**config.mk**
```make
export PLATFORM = sky130hd
export DESIGN_NAME = fsk_ramp_sweep
export DESIGN_NICKNAME = d
export VERILOG_FILES = /design/src/rtl/fsk_ramp_pkg.sv /design/src/rtl/fsk_rate_timer.sv /design/src/rtl/fsk_step_calc.sv /design/src/rtl/fsk_ramp_sweep.sv
export SDC_FILE = /design/constraint.sdc
export NUM_CORES = 1
export LEC_CHECK = 0
export BUFFER_PORTS_ARGS = -buffer_cell sky130_fd_sc_hd__buf_2
export CAP_MARGIN = 10
export CORE_MARGIN = 2
export CORE_UTILIZATION = 55
export DETAILED_ROUTE_END_ITERATION = 10
export GPL_TIMING_DRIVEN = 1
export PLACE_DENSITY = 0.77
export SLEW_MARGIN = 20
export SYNTH_ARGS = -nofsm -noshare
export SYNTH_HDL_FRONTEND = slang
export SYNTH_SLANG_ARGS = --single-unit
```
**constraint.sdc**
```tcl
create_clock -name clk -period 6.2 [get_ports clk]
set_input_delay 0.62 -clock clk [delete_from_list [all_inputs] [get_ports clk]]
set_output_delay 0.62 -clock clk [all_outputs]
set_load 0.02 [all_outputs]
```
**src/rtl/fsk_ramp_pkg.sv**
```systemverilog
package fsk_ramp_pkg;
  localparam int unsigned FREQ_W_DEF = 48;
  localparam int unsigned RATE_W_DEF = 20;

  typedef enum logic {
    RAMP_DOWN = 1'b0,
    RAMP_UP   = 1'b1
  } ramp_dir_e;
endpackage

```
**src/rtl/fsk_rate_timer.sv**
```systemverilog
module fsk_rate_timer #(
  parameter int unsigned RATE_W = 20
) (
  input  logic              clk,
  input  logic              rst,
  input  logic              freeze,
  input  logic [RATE_W-1:0] reload,
  output logic              step
);
  logic [RATE_W-1:0] cnt_q;

  assign step = (cnt_q == '0) && !freeze;

  always_ff @(posedge clk) begin
    if (rst)         cnt_q <= reload;
    else if (step)   cnt_q <= reload;
    else if (!freeze) cnt_q <= cnt_q - 1'b1;
  end

  // a step reloads the counter
  a_r2_reload: assert property (@(posedge clk) disable iff (rst)
    step |=> (cnt_q == $past(reload)));
  // counter frozen while freeze is high
  a_r7_timer_frozen: assert property (@(posedge clk) disable iff (rst)
    freeze |=> $stable(cnt_q));
endmodule

```
**src/rtl/fsk_step_calc.sv**
```systemverilog
module fsk_step_calc
  import fsk_ramp_pkg::*;
#(
  parameter int unsigned FREQ_W = 48
) (
  input  logic [FREQ_W-1:0] cur,
  input  logic [FREQ_W-1:0] lo_bound,
  input  logic [FREQ_W-1:0] hi_bound,
  input  logic [FREQ_W-1:0] mag,
  input  ramp_dir_e         dir,
  output logic [FREQ_W-1:0] nxt
);
  localparam int unsigned XW = FREQ_W + 1;

  logic [XW-1:0] up_sum;
  logic [XW-1:0] down_limit;

  always_comb begin
    up_sum     = {1'b0, cur} + {1'b0, mag};
    down_limit = {1'b0, lo_bound} + {1'b0, mag};
    if (dir == RAMP_UP) begin
      nxt = (up_sum >= {1'b0, hi_bound}) ? hi_bound : up_sum[FREQ_W-1:0];
    end else begin
      nxt = ({1'b0, cur} <= down_limit) ? lo_bound : (cur - mag);
    end
  end
endmodule

```
**src/rtl/fsk_ramp_sweep.sv**
```systemverilog
module fsk_ramp_sweep
  import fsk_ramp_pkg::*;
#(
  parameter int unsigned FREQ_W = FREQ_W_DEF,
  parameter int unsigned RATE_W = RATE_W_DEF
) (
  input  logic              clk,
  input  logic              rst,
  input  logic [FREQ_W-1:0] lo_word,
  input  logic [FREQ_W-1:0] hi_word,
  input  logic [FREQ_W-1:0] step_mag,
  input  logic [RATE_W-1:0] step_interval,
  input  logic              dir_up,
  input  logic              freeze,
  output logic [FREQ_W-1:0] tune_word
);
  logic              step;
  logic [FREQ_W-1:0] next_word;
  logic [FREQ_W-1:0] acc_q;
  ramp_dir_e         dir;

  assign dir = dir_up ? RAMP_UP : RAMP_DOWN;

  fsk_rate_timer #(.RATE_W(RATE_W)) timer_i (
    .clk    (clk),
    .rst    (rst),
    .freeze (freeze),
    .reload (step_interval),
    .step   (step)
  );

  fsk_step_calc #(.FREQ_W(FREQ_W)) calc_i (
    .cur      (acc_q),
    .lo_bound (lo_word),
    .hi_bound (hi_word),
    .mag      (step_mag),
    .dir      (dir),
    .nxt      (next_word)
  );

  always_ff @(posedge clk) begin
    if (rst)       acc_q <= lo_word;
    else if (step) acc_q <= next_word;
  end

  assign tune_word = acc_q;

  // upward ramp never decreases while at or below the top
  a_r3_up_monotonic: assert property (@(posedge clk) disable iff (rst)
    (dir_up && acc_q <= hi_word) |=> (acc_q >= $past(acc_q)));
  // upward ramp never passes the upper endpoint
  a_r5_no_overshoot: assert property (@(posedge clk) disable iff (rst)
    (dir_up && acc_q <= hi_word) |=> (acc_q <= $past(hi_word)));
  // downward ramp never passes the lower endpoint
  a_r6_no_undershoot: assert property (@(posedge clk) disable iff (rst)
    (!dir_up && acc_q >= lo_word) |=> (acc_q >= $past(lo_word)));
  // word frozen while freeze is high
  a_r7_word_frozen: assert property (@(posedge clk) disable iff (rst)
    freeze |=> $stable(acc_q));
  // word moves only on a step
  a_r8_change_on_step: assert property (@(posedge clk) disable iff (rst)
    !step |=> $stable(acc_q));
endmodule

```
## Word-level counts from Yosys, hierarchy flattened

Index checks and enable logic that the tools add are counted.

- Register bits after elaboration: 68
- Latch bits: 0
- Bits in writable memories: 0
- ROM bits: 0
- Memories: 0

- Add/subtract/negate cells: 4
- Multipliers: 0
- Div/mod/pow operators: 0
- Magnitude comparators: 2
- Eq/ne operators: 1
- Shift-type cells: 0
- Multiplexer cells: 9
- Bitwise logic cells: 0
- Reductions and logical operators: 4

Operators with widths:

| operator | number |
|---|---|
| $mux W48 | 5 |
| $add A48 B48 Y49 | 2 |
| $mux W20 | 3 |
| $ge A49 B48 Y1 | 1 |
| $le A48 B49 Y1 | 1 |
| $sub A48 B48 Y48 | 1 |
| $logic_not A20 Y1 | 1 |
| $sub A20 B1 Y20 const B | 1 |
| $ne A3 B2 Y1 const B | 1 |
| $reduce_bool A2 Y1 | 1 |
| $logic_and A1 B1 Y1 | 1 |
| $logic_not A1 Y1 | 1 |
| $mux W1 | 1 |

## Longest topological paths before layout

- Depth in word-level cells: 6
- Mapped depth: 26

## Modules after synthesis

A second synthesis with hierarchy kept.

- Cell total of the unflattened synthesis: 1949
- Area, all modules: 15331.0 um^2

Modules (own cells, without submodules):

| module | instances | cells an instance | area an instance (um^2) | seq. area each (um^2) |
|---|---|---|---|---|
| fsk_step_calc | 1 | 1741 | 11931.4 | 0.0 |
| fsk_ramp_sweep | 1 | 102 | 2067.0 | 1441.4 |
| fsk_rate_timer | 1 | 106 | 1332.5 | 600.6 |

## Worst setup path before layout

OpenSTA, ideal clock, no wires.

- Kind: input port to flip-flop
- Start point: in lo_word[0]
- End point: reg acc_q[39] (netlist: tune_word[39]) (data pin)
- Data arrival time: 5.488 ns
- Data required time: 5.939 ns
- Path slack: 0.451 ns
- Cell stages on the path: 24
- Buffers on the path: 3
- Path through: ha_1 > fa_1 > a211oi_1 > o21ai_1 > o31a_1 > o21ai_4 > o22ai_2 > a41oi_1 > o31ai_1 > a31oi_1 > xor2_1 > ha_1 > nand4_1 > nor4_1 > nand3_1 > a21oi_1 > nor4_1 > a221o_1 > a211o_1 > buf_6 > a21o_1 > buf_6 > buf_6 > a221o_1

- Word-level cells in the longest chain between the ends: 6

Ends and longest elaborated chain:

| element | RTL line | RTL |
|---|---|---|
| start, declared | fsk_ramp_sweep.sv:9 | `input logic [FREQ_W-1:0] lo_word,` |
| $add A48 B48 Y49 | fsk_step_calc.sv:20 | `down_limit = {1'b0, lo_bound} + {1'b0, mag};` |
| $le A48 B49 Y1 | fsk_step_calc.sv:24 | `nxt = ({1'b0, cur} <= down_limit) ? lo_bound : (cur - mag);` |
| $mux W48 | fsk_step_calc.sv:24 |  |
| $mux W48 | fsk_step_calc.sv:21 | `if (dir == RAMP_UP) begin` |
| $mux W48 | fsk_ramp_sweep.sv:43 | `else if (step) acc_q <= next_word;` |
| $mux W48 | fsk_ramp_sweep.sv:42 | `if (rst) acc_q <= lo_word;` |
| end signal, assigned | fsk_ramp_sweep.sv:42 |  |
| end signal, assigned | fsk_ramp_sweep.sv:43 |  |
| end, declared | fsk_ramp_sweep.sv:19 | `logic [FREQ_W-1:0] acc_q;` |

No other way between the ends. The select of a mux whose other input is x is not followed.
A chain may end at the register's enable or synchronous reset.

## Final worst setup path

- Start point: reg acc_q[4] (netlist: tune_word[4])
- End point: reg acc_q[26] (netlist: tune_word[26]) (data pin)

- Word-level cells in the longest chain between the ends: 6

Ends and longest elaborated chain:

| element | RTL line | RTL |
|---|---|---|
| $add A48 B48 Y49 | fsk_step_calc.sv:19 | `up_sum = {1'b0, cur} + {1'b0, mag};` |
| $ge A49 B48 Y1 | fsk_step_calc.sv:22 | `nxt = (up_sum >= {1'b0, hi_bound}) ? hi_bound : up_sum[FREQ_W-1:0];` |
| $mux W48 | fsk_step_calc.sv:22 |  |
| $mux W48 (*) | fsk_step_calc.sv:21 |  |
| $mux W48 (*) | fsk_ramp_sweep.sv:43 |  |
| $mux W48 (*) | fsk_ramp_sweep.sv:42 |  |

Mark *: on every way between the ends. The rest lies on a longest branch, timed or not. The select of a mux whose other input is x is not followed.

==> results.ini <==
[run_status]
status = finished, final reports clean

[finish]
antenna_cells = 0
area_delta_synth_final_pct = 19.18
stdcell_area_um2 = 17140
fillers = 2352
layout_common_cells = 239 x ha_1, 215 x buf_2, 191 x a21oi_1, 165 x inv_1
fin_nets = 2597
final_common_cell = ha_1
drive_gt1_share_pct = 19.72
post-route-util_pct = 66.35

[min_path]
hp-start = step_interval[1]
min_path_type = in -> reg

[clock_network]
worst_skew_pair.late_latency_ps = 370
postCtsHoldBufs = 0
cts.sinks = 68
cts_tree = yes
cts_buffer_depth = 2
cts_max_level = 3
cts_buffers = 9
root_buffer = clkbuf_16
path_clk_slew_ps = 80

[sta]
final_max_slew_viol_count = 0
rsz0062_at_grt = false
report.final.setup_viol = 0
fin_hold_ws_ps = 529.4
maxSlewHeadroom_pct = 29.93
min_period_ps = 6015
fmax_mhz = 166.3
fin_crit_sh_pct = 97.01
final-hold-violation-count = 0
worst_pin_slew_ps = 1025
fin_skew_ps = 11.65

[logic_synthesis]
synth_seq_area_share_pct = 14.20
ys.flop_type = edfxtp_1
synthCells = 1884
synth_edf_count = 68
ys_ff_latch = 68
netlist_area_um2 = 14390
ys_warn_count = 0
synthArstFlopShare_pct = 0
synth.distinct_cells = 87
postSynthAreaPerCell_um2 = 7.635
syn_nets = 2295

[worst_setup_path]
endpoint_kind = register
r2r-start = tune_word[4]$_DFFE_PP_
critPathKind = reg -> reg
r2r_slack_ps = 190
worstPathMaxFanout = 12
worstSetupStartpointType = register
required_ps = 6310
startpoint = tune_word[4]$_DFFE_PP_
crit_arrival_ps = 6120

[run]
drv_cap = 0

[power_and_ir_drop]
power_density_nw_per_um2 = 246.3
p_leak_nw = 8.270
ir_drop_uv = 145.0

[global_route]
grt_pass1_vias = 15310
grt_pass1_wl_um = 84900
track_usage_pct = 38.83
overflow = 0
grt_antenna_before_repair = 0
grt_max_degree = 57

[floorplan]
initial_utilization_pct = 55.68
rows = 59
core_um2 = 25840
die_width_um = 165.7
die_area_um2 = 27460
die_y_um = 165.7
io_pins = 216

[routing]
first_pass_iters = 10
antenna_left = 0
wire_per_inst_um = 21.91
drcViolationCount = 0
drt_iter0_drc = 1907
routed_via_density = 6.373
vias = 16100
wl_um = 55350

[placement]
gp_congestion = 1.042
io_buffers = 215
place_hpwl_um = 46400
dpl-instance-area_um2 = 16760

per-layer routing:
layer / wire length, um / GRT usage, % / up-vias
met1: 23620 / 53.76 / 7530
li1: - / - / 7562
met2: 23900 / 60.47 / 870
met5: 0 / 0 / -
met4: 1877 / 12.29 / 0
met3: 5962 / 8.268 / 135
cell usage after synthesis, types with 8 or more instances:
cell type  instances  area, um^2
ha_1             240        3003
a21oi_1          191       955.9
inv_1            165       619.3
nand2_1          147       551.8
nor2_1           132       495.5
o21ai_0          109       545.5
xnor2_1          109       954.7
edfxtp_1          68        2042
a21o_1            66       495.5
clkbuf_1          50       187.7
nor3_1            41       205.2
xor2_1            41       359.1
mux2i_1           39       390.4
nand3_1           38       190.2
nand4_1           36       225.2
nand2b_1          32       200.2
o221ai_1          32       280.3
nor4_1            24       150.1
nor2b_1           21       131.4
a31oi_1           18       112.6
buf_2             17       85.08
o211ai_1          17       127.6
o31ai_1           16       120.1
o21bai_1          14       105.1
a211oi_1          13       97.59
o21a_1            12       90.09
or2_2             11       68.82
a221o_1           10       100.1
a211o_1            9       78.83
or4_1              9       67.56
a2111oi_0          8       70.07
and3_1             8       50.05
o22ai_1            8       50.05
cells by family (layout without fill, tap and decap cells):
| logic type | Yosys count | after routing | share of synthesized area (%) |
|---|---|---|---|
| xor+xnor | 150 | 150 | 9.133 |
| simple gates | 525 | 525 | 17.76 |
| compound gates | 608 | 608 | 27.82 |
| mux | 42 | 42 | 2.949 |
| flops | 68 | 68 | 14.20 |
| fa+ha+maj | 243 | 243 | 21.29 |
| buf+inv | 248 | 555 | 6.854 |
power breakdown:
group / switching [W] / internal, W / leakage [nW]
Clock: 0.000276 / 0.000320 / 0.147
Sequential: 0.0000894 / 0.000590 / 0.680
Combinational: 0.00171 / 0.00124 / 7.44
stage by stage:
stage | total power, W | cells | setup TNS, ps | worst slack [ps]
after floorplan | 0.002503 | 1884 | 0 | 451.1
after global placement | 0.003487 | 2510 | -4728 | -188.6
after detailed placement | 0.003524 | 2510 | -6727 | -230.0
after CTS | 0.004134 | 2526 | 0 | 95.47
after global routing | 0.004474 | 2526 | 0 | 1.021
final | 0.004222 | 2526 | 0 | 185.2
final timing paths:
check | endpoint | cells past startpoint
hold / removal | timer_i.cnt_q[1]$_DFFE_PP_ | 3
setup reg to reg | tune_word[26]$_DFFE_PP_ | 23
hold reg to reg | timer_i.cnt_q[0]$_DFFE_PP_ | 1
setup / recovery | tune_word[26]$_DFFE_PP_ | 23
registers in the layout, summed over array words and instances, names as in the netlist:
signal         count
tune_word         48
timer_i.cnt_q     20
timing repair:
item                       in CTS  in global routing
setup buffers                   0                  0
setup endpoints to repair       0                 47
gates resized for setup         0                 16
area by class of cell:
| class | instances | area (um^2) | area share, % |
|---|---|---|---|
| repair buffers | 367 | 2280 | 13.30 |
| well taps | 335 | 419.2 | 2.445 |
| multi-input cells | 1568 | 11450 | 66.79 |
| flip-flops and latches | 68 | 2042 | 11.91 |
| clock inverters | 7 | 81.33 | 0.4744 |
| clock buffers | 9 | 225.2 | 1.314 |
| inverters | 172 | 645.6 | 3.766 |
critical path, stage by stage (launching register included):
cell       delay [ps]
edfxtp_1          480
ha_1              420
inv_1             110
a2111oi_2         340
buf_4             190
a2111oi_2          60
buf_4             170
a211oi_2          370
o21ai_2           170
a41oi_2           260
o21ai_2            90
buf_4             170
a31oi_1           300
xnor2_1           200
ha_1              290
nor2b_1           140
a2111o_1          430
a311o_1           360
nor4_2            160
buf_4             170
nand3_4           110
buf_12            210
mux2_2            280
a221o_1           290
(Power assumes the default switching activity.)
